## src/rtl/timer_pkg.sv

```systemverilog
package timer_pkg;
  typedef enum logic [2:0] {
    M_TC     = 3'd0,
    M_ONESHT = 3'd1,
    M_RATE   = 3'd2,
    M_SQUARE = 3'd3,
    M_SWSTB  = 3'd4,
    M_HWSTB  = 3'd5
  } tmode_e;

  // 6/7 alias onto 2/3
  function automatic tmode_e fold_mode(input logic [2:0] m);
    if (m[2:1] == 2'b11) return tmode_e'({1'b0, m[1:0]});
    return tmode_e'(m);
  endfunction
endpackage

```

## src/rtl/timer_dec.sv

```systemverilog
module timer_dec #(
  parameter int W = 16
) (
  input  logic [W-1:0] val_i,
  input  logic         bcd_i,
  output logic [W-1:0] dec_o
);
  localparam int ND = W / 4;

  for (genvar i = 0; i < ND; i++) begin : g_dig
    logic [3:0] d;
    logic       brw;
    assign d = val_i[4*i +: 4];
    if (i == 0) begin : g_lsd
      assign brw = 1'b1;
    end else begin : g_up
      // borrow reaches this digit only through all-zero lower digits
      assign brw = (val_i[4*i-1:0] == '0);
    end
    assign dec_o[4*i +: 4] = !brw      ? d :
                             (d == '0) ? (bcd_i ? 4'd9 : 4'hF) :
                                         d - 4'd1;
  end
endmodule

```

## src/rtl/timer_gate_edge.sv

```systemverilog
module timer_gate_edge (
  input  logic clk_i,
  input  logic rst_ni,
  input  logic tick_i,
  input  logic gate_i,
  output logic rise_o
);
  logic gate_q;

  // reset high: a gate tied high never looks like a trigger
  always_ff @(posedge clk_i or negedge rst_ni) begin
    if (!rst_ni)     gate_q <= 1'b1;
    else if (tick_i) gate_q <= gate_i;
  end

  assign rise_o = tick_i & gate_i & ~gate_q;
endmodule

```

## src/rtl/timer_channel.sv

```systemverilog
module timer_channel
  import timer_pkg::*;
#(
  parameter int CNT_W = 16
) (
  input  logic             clk_i,
  input  logic             rst_ni,
  input  logic             tick_i,
  input  logic             gate_i,
  input  logic             ctrl_we_i,
  input  logic [2:0]       ctrl_mode_i,
  input  logic             ctrl_bcd_i,
  input  logic             load_we_i,
  input  logic [CNT_W-1:0] load_val_i,
  output logic             out_o,
  output logic [CNT_W-1:0] count_o
);
  localparam logic [CNT_W-1:0] ONE = CNT_W'(1);
  localparam logic [CNT_W-1:0] TWO = CNT_W'(2);

  tmode_e           mode_q, mode_d;
  logic             bcd_q, bcd_d;
  logic [CNT_W-1:0] reload_q, reload_d, count_q, count_d;
  logic             out_q, out_d, armed_q, armed_d, run_q, run_d;
  logic             strobe_q, strobe_d, hi_q, hi_d;
  logic [CNT_W-1:0] dec1, dec2;
  logic             gate_rise;

  timer_dec #(.W(CNT_W)) u_dec1 (.val_i(count_q), .bcd_i(bcd_q), .dec_o(dec1));
  timer_dec #(.W(CNT_W)) u_dec2 (.val_i(dec1),    .bcd_i(bcd_q), .dec_o(dec2));

  timer_gate_edge u_gate (
    .clk_i (clk_i),
    .rst_ni(rst_ni),
    .tick_i(tick_i),
    .gate_i(gate_i),
    .rise_o(gate_rise)
  );

  always_comb begin
    mode_d   = mode_q;
    bcd_d    = bcd_q;
    reload_d = reload_q;
    count_d  = count_q;
    out_d    = out_q;
    armed_d  = armed_q;
    run_d    = run_q;
    strobe_d = strobe_q;
    hi_d     = hi_q;
    if (ctrl_we_i) begin
      mode_d   = fold_mode(ctrl_mode_i);
      bcd_d    = ctrl_bcd_i;
      out_d    = (fold_mode(ctrl_mode_i) != M_TC);
      run_d    = 1'b0;
      armed_d  = 1'b0;
      strobe_d = 1'b0;
      hi_d     = 1'b1;
    end else if (load_we_i) begin
      reload_d = load_val_i;
      armed_d  = 1'b1;
      strobe_d = 1'b0;
      hi_d     = 1'b1;
      unique case (mode_q)
        M_TC: begin
          count_d = load_val_i;
          out_d   = 1'b0;
          run_d   = 1'b1;
        end
        M_ONESHT, M_HWSTB: begin
          out_d = 1'b1;
          run_d = 1'b0;
        end
        default: begin
          count_d = load_val_i;
          out_d   = 1'b1;
          run_d   = 1'b1;
        end
      endcase
    end else if (tick_i) begin
      unique case (mode_q)
        M_TC: begin
          if (run_q && gate_i) begin
            if (count_q == ONE) begin
              count_d = '0;
              out_d   = 1'b1;
              run_d   = 1'b0;
            end else count_d = dec1;
          end
        end
        M_ONESHT: begin
          if (gate_rise && armed_q) begin
            count_d = reload_q;
            out_d   = 1'b0;
            run_d   = 1'b1;
          end else if (run_q) begin
            if (count_q == ONE) begin
              count_d = '0;
              out_d   = 1'b1;
              run_d   = 1'b0;
            end else count_d = dec1;
          end
        end
        M_RATE: begin
          if (armed_q) begin
            if (!gate_i) out_d = 1'b1;
            else if (gate_rise || count_q == ONE) begin
              count_d = reload_q;
              out_d   = 1'b1;
            end else begin
              count_d = dec1;
              out_d   = (dec1 != ONE);
            end
          end
        end
        M_SQUARE: begin
          if (armed_q) begin
            if (!gate_i) out_d = 1'b1;
            else if (gate_rise) begin
              count_d = reload_q;
              out_d   = 1'b1;
              hi_d    = 1'b1;
            end else if (count_q == ONE || count_q == TWO) begin
              hi_d    = !hi_q;
              out_d   = !hi_q;
              // low half starts from the even part of N
              count_d = hi_q ? {reload_q[CNT_W-1:1], 1'b0} : reload_q;
            end else count_d = dec2;
          end
        end
        default: begin // software and hardware strobe
          if (strobe_q) begin
            out_d    = 1'b1;
            strobe_d = 1'b0;
          end
          if (mode_q == M_HWSTB && gate_rise && armed_q) begin
            count_d = reload_q;
            out_d   = 1'b1;
            run_d   = 1'b1;
          end else if (run_q && (gate_i || mode_q == M_HWSTB)) begin
            if (count_q == ONE) begin
              count_d  = '0;
              out_d    = 1'b0;
              run_d    = 1'b0;
              strobe_d = 1'b1;
            end else count_d = dec1;
          end
        end
      endcase
    end
  end

  always_ff @(posedge clk_i or negedge rst_ni) begin
    if (!rst_ni) begin
      mode_q   <= M_TC;
      bcd_q    <= 1'b0;
      reload_q <= '0;
      count_q  <= '0;
      out_q    <= 1'b0;
      armed_q  <= 1'b0;
      run_q    <= 1'b0;
      strobe_q <= 1'b0;
      hi_q     <= 1'b1;
    end else begin
      mode_q   <= mode_d;
      bcd_q    <= bcd_d;
      reload_q <= reload_d;
      count_q  <= count_d;
      out_q    <= out_d;
      armed_q  <= armed_d;
      run_q    <= run_d;
      strobe_q <= strobe_d;
      hi_q     <= hi_d;
    end
  end

  assign out_o   = out_q;
  assign count_o = count_q;

  a_r12_quiet_hold: assert property (@(posedge clk_i) disable iff (!rst_ni)
    (!tick_i && !ctrl_we_i && !load_we_i) |=> ($stable(count_q) && $stable(out_q)));

  a_r2_idle_level: assert property (@(posedge clk_i) disable iff (!rst_ni)
    ctrl_we_i |=> (out_q == (($past(ctrl_mode_i) != 3'd0))));

  a_r5_high_latched: assert property (@(posedge clk_i) disable iff (!rst_ni)
    (mode_q == M_TC && out_q && !ctrl_we_i && !load_we_i) |=> out_q);

  a_r7_single_low: assert property (@(posedge clk_i) disable iff (!rst_ni)
    (mode_q == M_RATE && !out_q && tick_i && !ctrl_we_i && !load_we_i) |=> out_q);

  a_r9_strobe_one_tick: assert property (@(posedge clk_i) disable iff (!rst_ni)
    (strobe_q && tick_i && !ctrl_we_i && !load_we_i) |=> out_q);

  a_r11_gate_low_holds: assert property (@(posedge clk_i) disable iff (!rst_ni)
    ((mode_q == M_RATE || mode_q == M_SQUARE) && armed_q && tick_i && !gate_i
     && !ctrl_we_i && !load_we_i) |=> (out_q && $stable(count_q)));
endmodule

```

## config.mk

```make
export PLATFORM = sky130hd
export DESIGN_NAME = timer_channel
export DESIGN_NICKNAME = d
export VERILOG_FILES = /design/src/rtl/timer_pkg.sv /design/src/rtl/timer_dec.sv /design/src/rtl/timer_gate_edge.sv /design/src/rtl/timer_channel.sv
export SDC_FILE = /design/constraint.sdc
export NUM_CORES = 1
export LEC_CHECK = 0
export BUFFER_PORTS_ARGS = -buffer_cell sky130_fd_sc_hd__buf_2
export CAP_MARGIN = 25
export CORE_MARGIN = 4
export CORE_UTILIZATION = 30
export CTS_BUF_LIST = sky130_fd_sc_hd__clkbuf_16
export CTS_CLUSTER_DIAMETER = 60
export DETAILED_ROUTE_END_ITERATION = 7
export SLEW_MARGIN = 5
export SYNTH_ARGS = -nofsm -noshare
export SYNTH_HDL_FRONTEND = slang
export SYNTH_SLANG_ARGS = --single-unit
```

## constraint.sdc

```tcl
create_clock -name clk_i -period 2.9 [get_ports clk_i]
set_input_delay 0.58 -clock clk_i [delete_from_list [all_inputs] [get_ports clk_i]]
set_output_delay 0.58 -clock clk_i [all_outputs]
set_load 0.02 [all_outputs]
```

# == After elaboration in Yosys (flattened, before gate mapping) ==
# Index checks and enable logic that the tools add are counted.
# Widths: inputs -> output; s select.
# classes
multipliers,0
n_eq_ne,22
n_lt_le_gt_ge,0
muxes,85
shifts,0
add_sub_neg,8
bitwise_logic,4
n_reduce_logical,41
div_mod_pow,0
# op_table
cell,n
$mux 16,16
$pmux 16 s4,1
$mux 4,14
$mux 1,48
$logic_not 4->1,8
$sub 4x1->4 const B,8
$logic_not 12->1,2
$eq 16x1->1 const B,1
$eq 16x2->1 const B,1
$logic_not 8->1,2
$ne 16x1->1 const B,1
$ne 4x4->1 const B,4
$ne 3x3->1 const B,5
$reduce_bool 3->1,5
$mux 3,4
$reduce_and 10->1,1
$reduce_bool 7->1,1
$eq 3x2->1 const B,2
$ne 3x1->1 const B,2
$ne 6x6->1 const B,1
$reduce_and 6->1,1
$reduce_bool 6->1,1
$logic_and 1x1->1,5
$ne 5x5->1 const B,1
18 further kinds,25
# word_totals
n_memories,0
wordCells,170
latch_bits,0
in_bits,26
mem_bits_rw,0
out_inout_bits,17
rom_bits,0
reg_bits,42

# == Longest topological paths before layout ==
# depth
ltp_word,13
mapped_depth,12
ltp_nobuf,11

# == Hierarchy ==
# Synthesis repeated with hierarchy kept, for this count alone.
# hier_totals
hier_cells,455
area_unflattened_um2,3883.7
# by_module_without_submodules
module,area_each_um2,n_inst,seq_area_each_um2,cells_each
timer_channel,2801.4,1,1027.2,316
timer_dec,515.5,2,0.0,68
timer_gate_edge,51.3,1,26.3,3

# == Worst setup path after synthesis ==
# Ideal clock, no wire load.
# synth_timing
path_type,register -> register
start,reg count_q[0] (netlist: count_o[0])
end,reg count_q[1] (netlist: count_o[1])
setup_slack_ps,236
path_stages_with_launch,11
n_path_buf,1
setup_ps,135
required_time_ps,2765
period_less_slack_ps,2664
arrival_ps,2528
path_cell_list,dfrtp_1 > inv_1 > ha_1 > or3b_1 > buf_2 > o21ai_0 > ha_1 > mux2i_1 > o221ai_1 > a221oi_1 > o22ai_1
# synth_via
elab_chain_cells,11
word_cells_on_any_way,26
classes_between,2 x add/sub; 2 x eq/ne; 18 x mux; 4 x reduce/logical
# synth_lines
element,line,rtl
start: declaration,timer_channel.sv:23,"logic [CNT_W-1:0] reload_q, reload_d, count_q, count_d;"
start signal: assignment,timer_channel.sv:167,count_q <= count_d;
$sub 4x1->4 / $logic_not 4->1 (equally long branches),"timer_dec.sv:22, timer_dec.sv:21",
$mux 4,timer_dec.sv:21,(d == '0) ? (bcd_i ? 4'd9 : 4'hF) :
$sub 4x1->4 / $logic_not 4->1 (equally long branches),"timer_dec.sv:22, timer_dec.sv:21",
$mux 4,timer_dec.sv:21,
$mux 16,timer_channel.sv:122,end else if (count_q == ONE || count_q == TWO) begin
$mux 16,timer_channel.sv:118,else if (gate_rise) begin
$mux 16,timer_channel.sv:117,if (!gate_i) out_d = 1'b1;
$mux 16,timer_channel.sv:116,if (armed_q) begin
$pmux 16 s4 (*),timer_channel.sv:80,unique case (mode_q)
$mux 16 (*),timer_channel.sv:79,end else if (tick_i) begin
$mux 16 (*),timer_channel.sv:58,end else if (load_we_i) begin
# Mark *: on every way between the ends. The rest lies on a longest branch, timed or not. The select of a mux whose other input is x is not followed.
# A chain may end at the register's enable or synchronous reset.

# == Worst setup path after layout ==
# layout_timing
start,reg count_q[5] (netlist: count_o[5])
end,reg count_q[11] (netlist: count_o[11])
# layout_via
elab_chain_cells,12
word_cells_on_any_way,31
classes_between,2 x add/sub; 2 x eq/ne; 21 x mux; 6 x reduce/logical
# layout_lines
element,line,rtl
$logic_not 8->1 (tied with other cells),timer_dec.sv:18,assign brw = (val_i[4*i-1:0] == '0);
$mux 4 (on tied branches),"timer_dec.sv:20, timer_dec.sv:21",
$sub 4x1->4 (tied with other cells),timer_dec.sv:22,d - 4'd1;
$mux 4 / $logic_not 8->1 (equally long branches),"timer_dec.sv:21, timer_dec.sv:18",
$mux 4,timer_dec.sv:20,assign dec_o[4*i +: 4] = !brw ? d :
$mux 16,timer_channel.sv:122,
$mux 16,timer_channel.sv:118,
$mux 16,timer_channel.sv:117,
$mux 16,timer_channel.sv:116,
$pmux 16 s4 (*),timer_channel.sv:80,
$mux 16 (*),timer_channel.sv:79,
$mux 16 (*),timer_channel.sv:58,
# Marked as above.

==> metrics.txt <==
run status finished, final reports clean; post-layout min period 2.71 ns; final setup fails 0; Die Span Y 117 um; critical path type reg -> reg; HPWL after DPL 8740 um; CTS H-Tree Depth 2; fmax 0.369 GHz; area delta synth->final 19.6%; TritonCTS buffer count 5; first-pass iteration count of the detailed router 5; Synth cell types 74; dominant synthesized flop cell dfrtp_1; average cell area after synthesis 8.30 um^2; Startpoint Class flip-flop; initial antenna violation count 0; Pins Over Slew Limit 0; most frequent cells in the layout 44 x o21ai_0, 42 x buf_2, 40 x dfrtp_1; GPL Wtd Cong 0.970; final worst-path cycle share 93.5%; total of max-cap violations 0; Synthesized Nets 462; n_diodes 0; Placed Instances 622; crit path max fanout 9; largest net degree at the start of global routing 42; initial core utilization 30.8%; wire per inst 18.7 um; number of global-route vias before repair 3602; synthesized instance count 428; WL met2 5460 um; met3 wire len 743 um; final worst slack 0.188 ns; worst-case clock buffer depth 2; Cell Area, Synth 0.00355 mm^2; clk root buf clkbuf_16; number of synthesized flops with an enable pin 0; first-pass GRT wire length 19000 um; Leakage Power 1.70 nW; Post CTS Setup Buffer Count 0; Worst VDD drop 0.212 mV; crit path DAT 2.87 ns; Sink Count 42; Design Area, Final 0.00425 mm^2; FF+latch count, synth 42; HP Class in -> async; Post-Route M1 WL 5310 um; I/O Pins 43; Die W 117 um; final hold violation count 0; pre-CTS setup slack 0.119 ns; post-route ant nets 0; Min Hold Slack 0.236 ns; setup_tns 0 ns; DRC 0; Pwr per Cell Area 598 mW/mm^2; Post-Layout Cell Count 631; hold_buf cts 0; worst slew pin tran 0.622 ns; Seq/Total Area, Yosys 29.7%; TritonCTS clock tree yes; Avg Vias per Cell 5.85; Max Used Layer met4; iteration-0 DRC count of the detailed router 236; RSZ-0062 raised after global routing false; most common cell after layout, fill and taps aside o21ai_0; clk_skew 0.00499 ns; Critical Path RT 3.06 ns; die area 0.0136 mm^2; FFs w/ async S/R, synth 100%; total vias in the final route 3694; GR Overflow Total 0; post-layout net count 521; Clk Latency, worst-skew pair 0.29 ns; layout cells sized above 1 26.4%; Cell Rows 39; IO buf count 42; Critical Path Sink Type flip-flop; max_slew headroom 58.6%; Post-Route WL 11800 um; placed inst area 0.00409 mm^2; synth warn 0; GRT Overall Usage 17.7%; Core ar. 0.0115 mm^2; CTS clk-pin slew, worst paths 0.06 ns
## where the power goes
part / leakage [nW] / total [mW] / internal [mW] / switching (mW)
sequential: 0.488 / 0.838 / 0.691 / 0.147
combinational: 1.15 / 1.16 / 0.478 / 0.685
clock: 0.0663 / 0.539 / 0.310 / 0.229
total: 1.70 / 2.54 / 1.48 / 1.06
## critical path, cell delays in order (launching register included)
cell and delay, ns:
dfrtp_1 0.43, inv_1 0.10, ha_1 0.30, nor3b_4 0.40, buf_4 0.21, nand2_2 0.13
o21ai_0 0.22, o21ai_0 0.23, xnor2_1 0.18, a221oi_1 0.28, a211oi_1 0.09
## sequential cells by signal, indices dropped and copies added, names as in the netlist
signal / flops
out_o: 1
mode_q: 3
count_o: 16
hi_q: 1
u_gate.gate_q: 1
strobe_q: 1
reload_q: 16
run_q: 1
bcd_q: 1
armed_q: 1
## worst paths after layout
check,from,endpoint,slack (ns),cells after the start
setup / recovery,count_o[5],count_o[11],0.19,10
hold / removal,rst_ni,reload_q[4],0.24,1
setup reg to reg,count_o[5],count_o[11],0.19,10
hold reg to reg,reload_q[9],reload_q[9],0.51,1
max in group asynchronous,rst_ni,u_gate.gate_q,2.16,2
min in group clk_i,reload_q[9],reload_q[9],0.51,1
## synthesized netlist by cell type (3+ instances only)
cell	number	area share (%)
nor3_1	15	2.1
clkbuf_1	14	1.5
a221oi_2	3	1.3
a31oi_1	9	1.6
nor3b_1	3	0.63
nor2_1	38	4.0
o31ai_1	8	1.7
mux2i_1	9	2.5
o21ai_0	44	6.2
o21a_1	6	1.3
dfrtp_1	40	28
nand2b_1	9	1.6
o21ai_1	4	0.56
a221oi_1	10	2.5
nand3_1	10	1.4
nand4_1	6	1.1
nand3b_1	4	0.85
a21boi_0	3	0.63
ha_1	8	2.8
and3_1	5	0.88
o221ai_1	6	1.5
a21oi_1	27	3.8
mux2_2	20	6.3
buf_2	6	0.85
nand2_1	35	3.7
inv_1	16	1.7
a211oi_1	8	1.7
## metrics by stage
stage / power, mW / utilization (%)
2_1_floorplan: 1.61 / -
3_3_place_gp: 1.97 / 35.4
4_1_cts: 2.54 / 36.7
6_report: 2.54 / 36.9
3_5_place_dp: 1.99 / 35.5
5_1_grt: 2.72 / 36.9
## per-layer routing
layer	up-vias	GRT usage, %
li1	1742	-
met1	1791	24.6
met2	136	27.8
met3	25	2.98
met4	0	6.12
met5	-	0
## kinds of logic (layout without fill, tap and decap cells)
group | after synthesis | count (layout) | share of synthesized area, %
muxes | 29 | 29 | 8.88
DFF | 42 | 42 | 29.7
xor gates and xnor gates | 4 | 4 | 0.987
and+or+nand+nor | 155 | 155 | 23.8
AOI/OAI and AO/OA | 152 | 152 | 29.3
adders and majority gates | 8 | 8 | 2.82
buffers and inverters | 38 | 98 | 4.55
## repair_timing
item / 4_1_cts / 5_1_grt
gates resized for setup: 0 / 1
setup endpoints to repair: 0 / 10
hold endpoints to repair: 0 / 0
## area by class of cell
| class | instances | area (um^2) |
|---|---|---|
| timing repair buffer | 74 | 470 |
| sequential | 42 | 1050 |
| clock inverter | 3 | 11.3 |
| fill | 1190 | 7270 |
| tap | 143 | 179 |
| multi-input combinational | 348 | 2350 |
| inverter | 16 | 60.1 |
| clock buffer | 5 | 125 |
(Power assumes the default switching activity.)
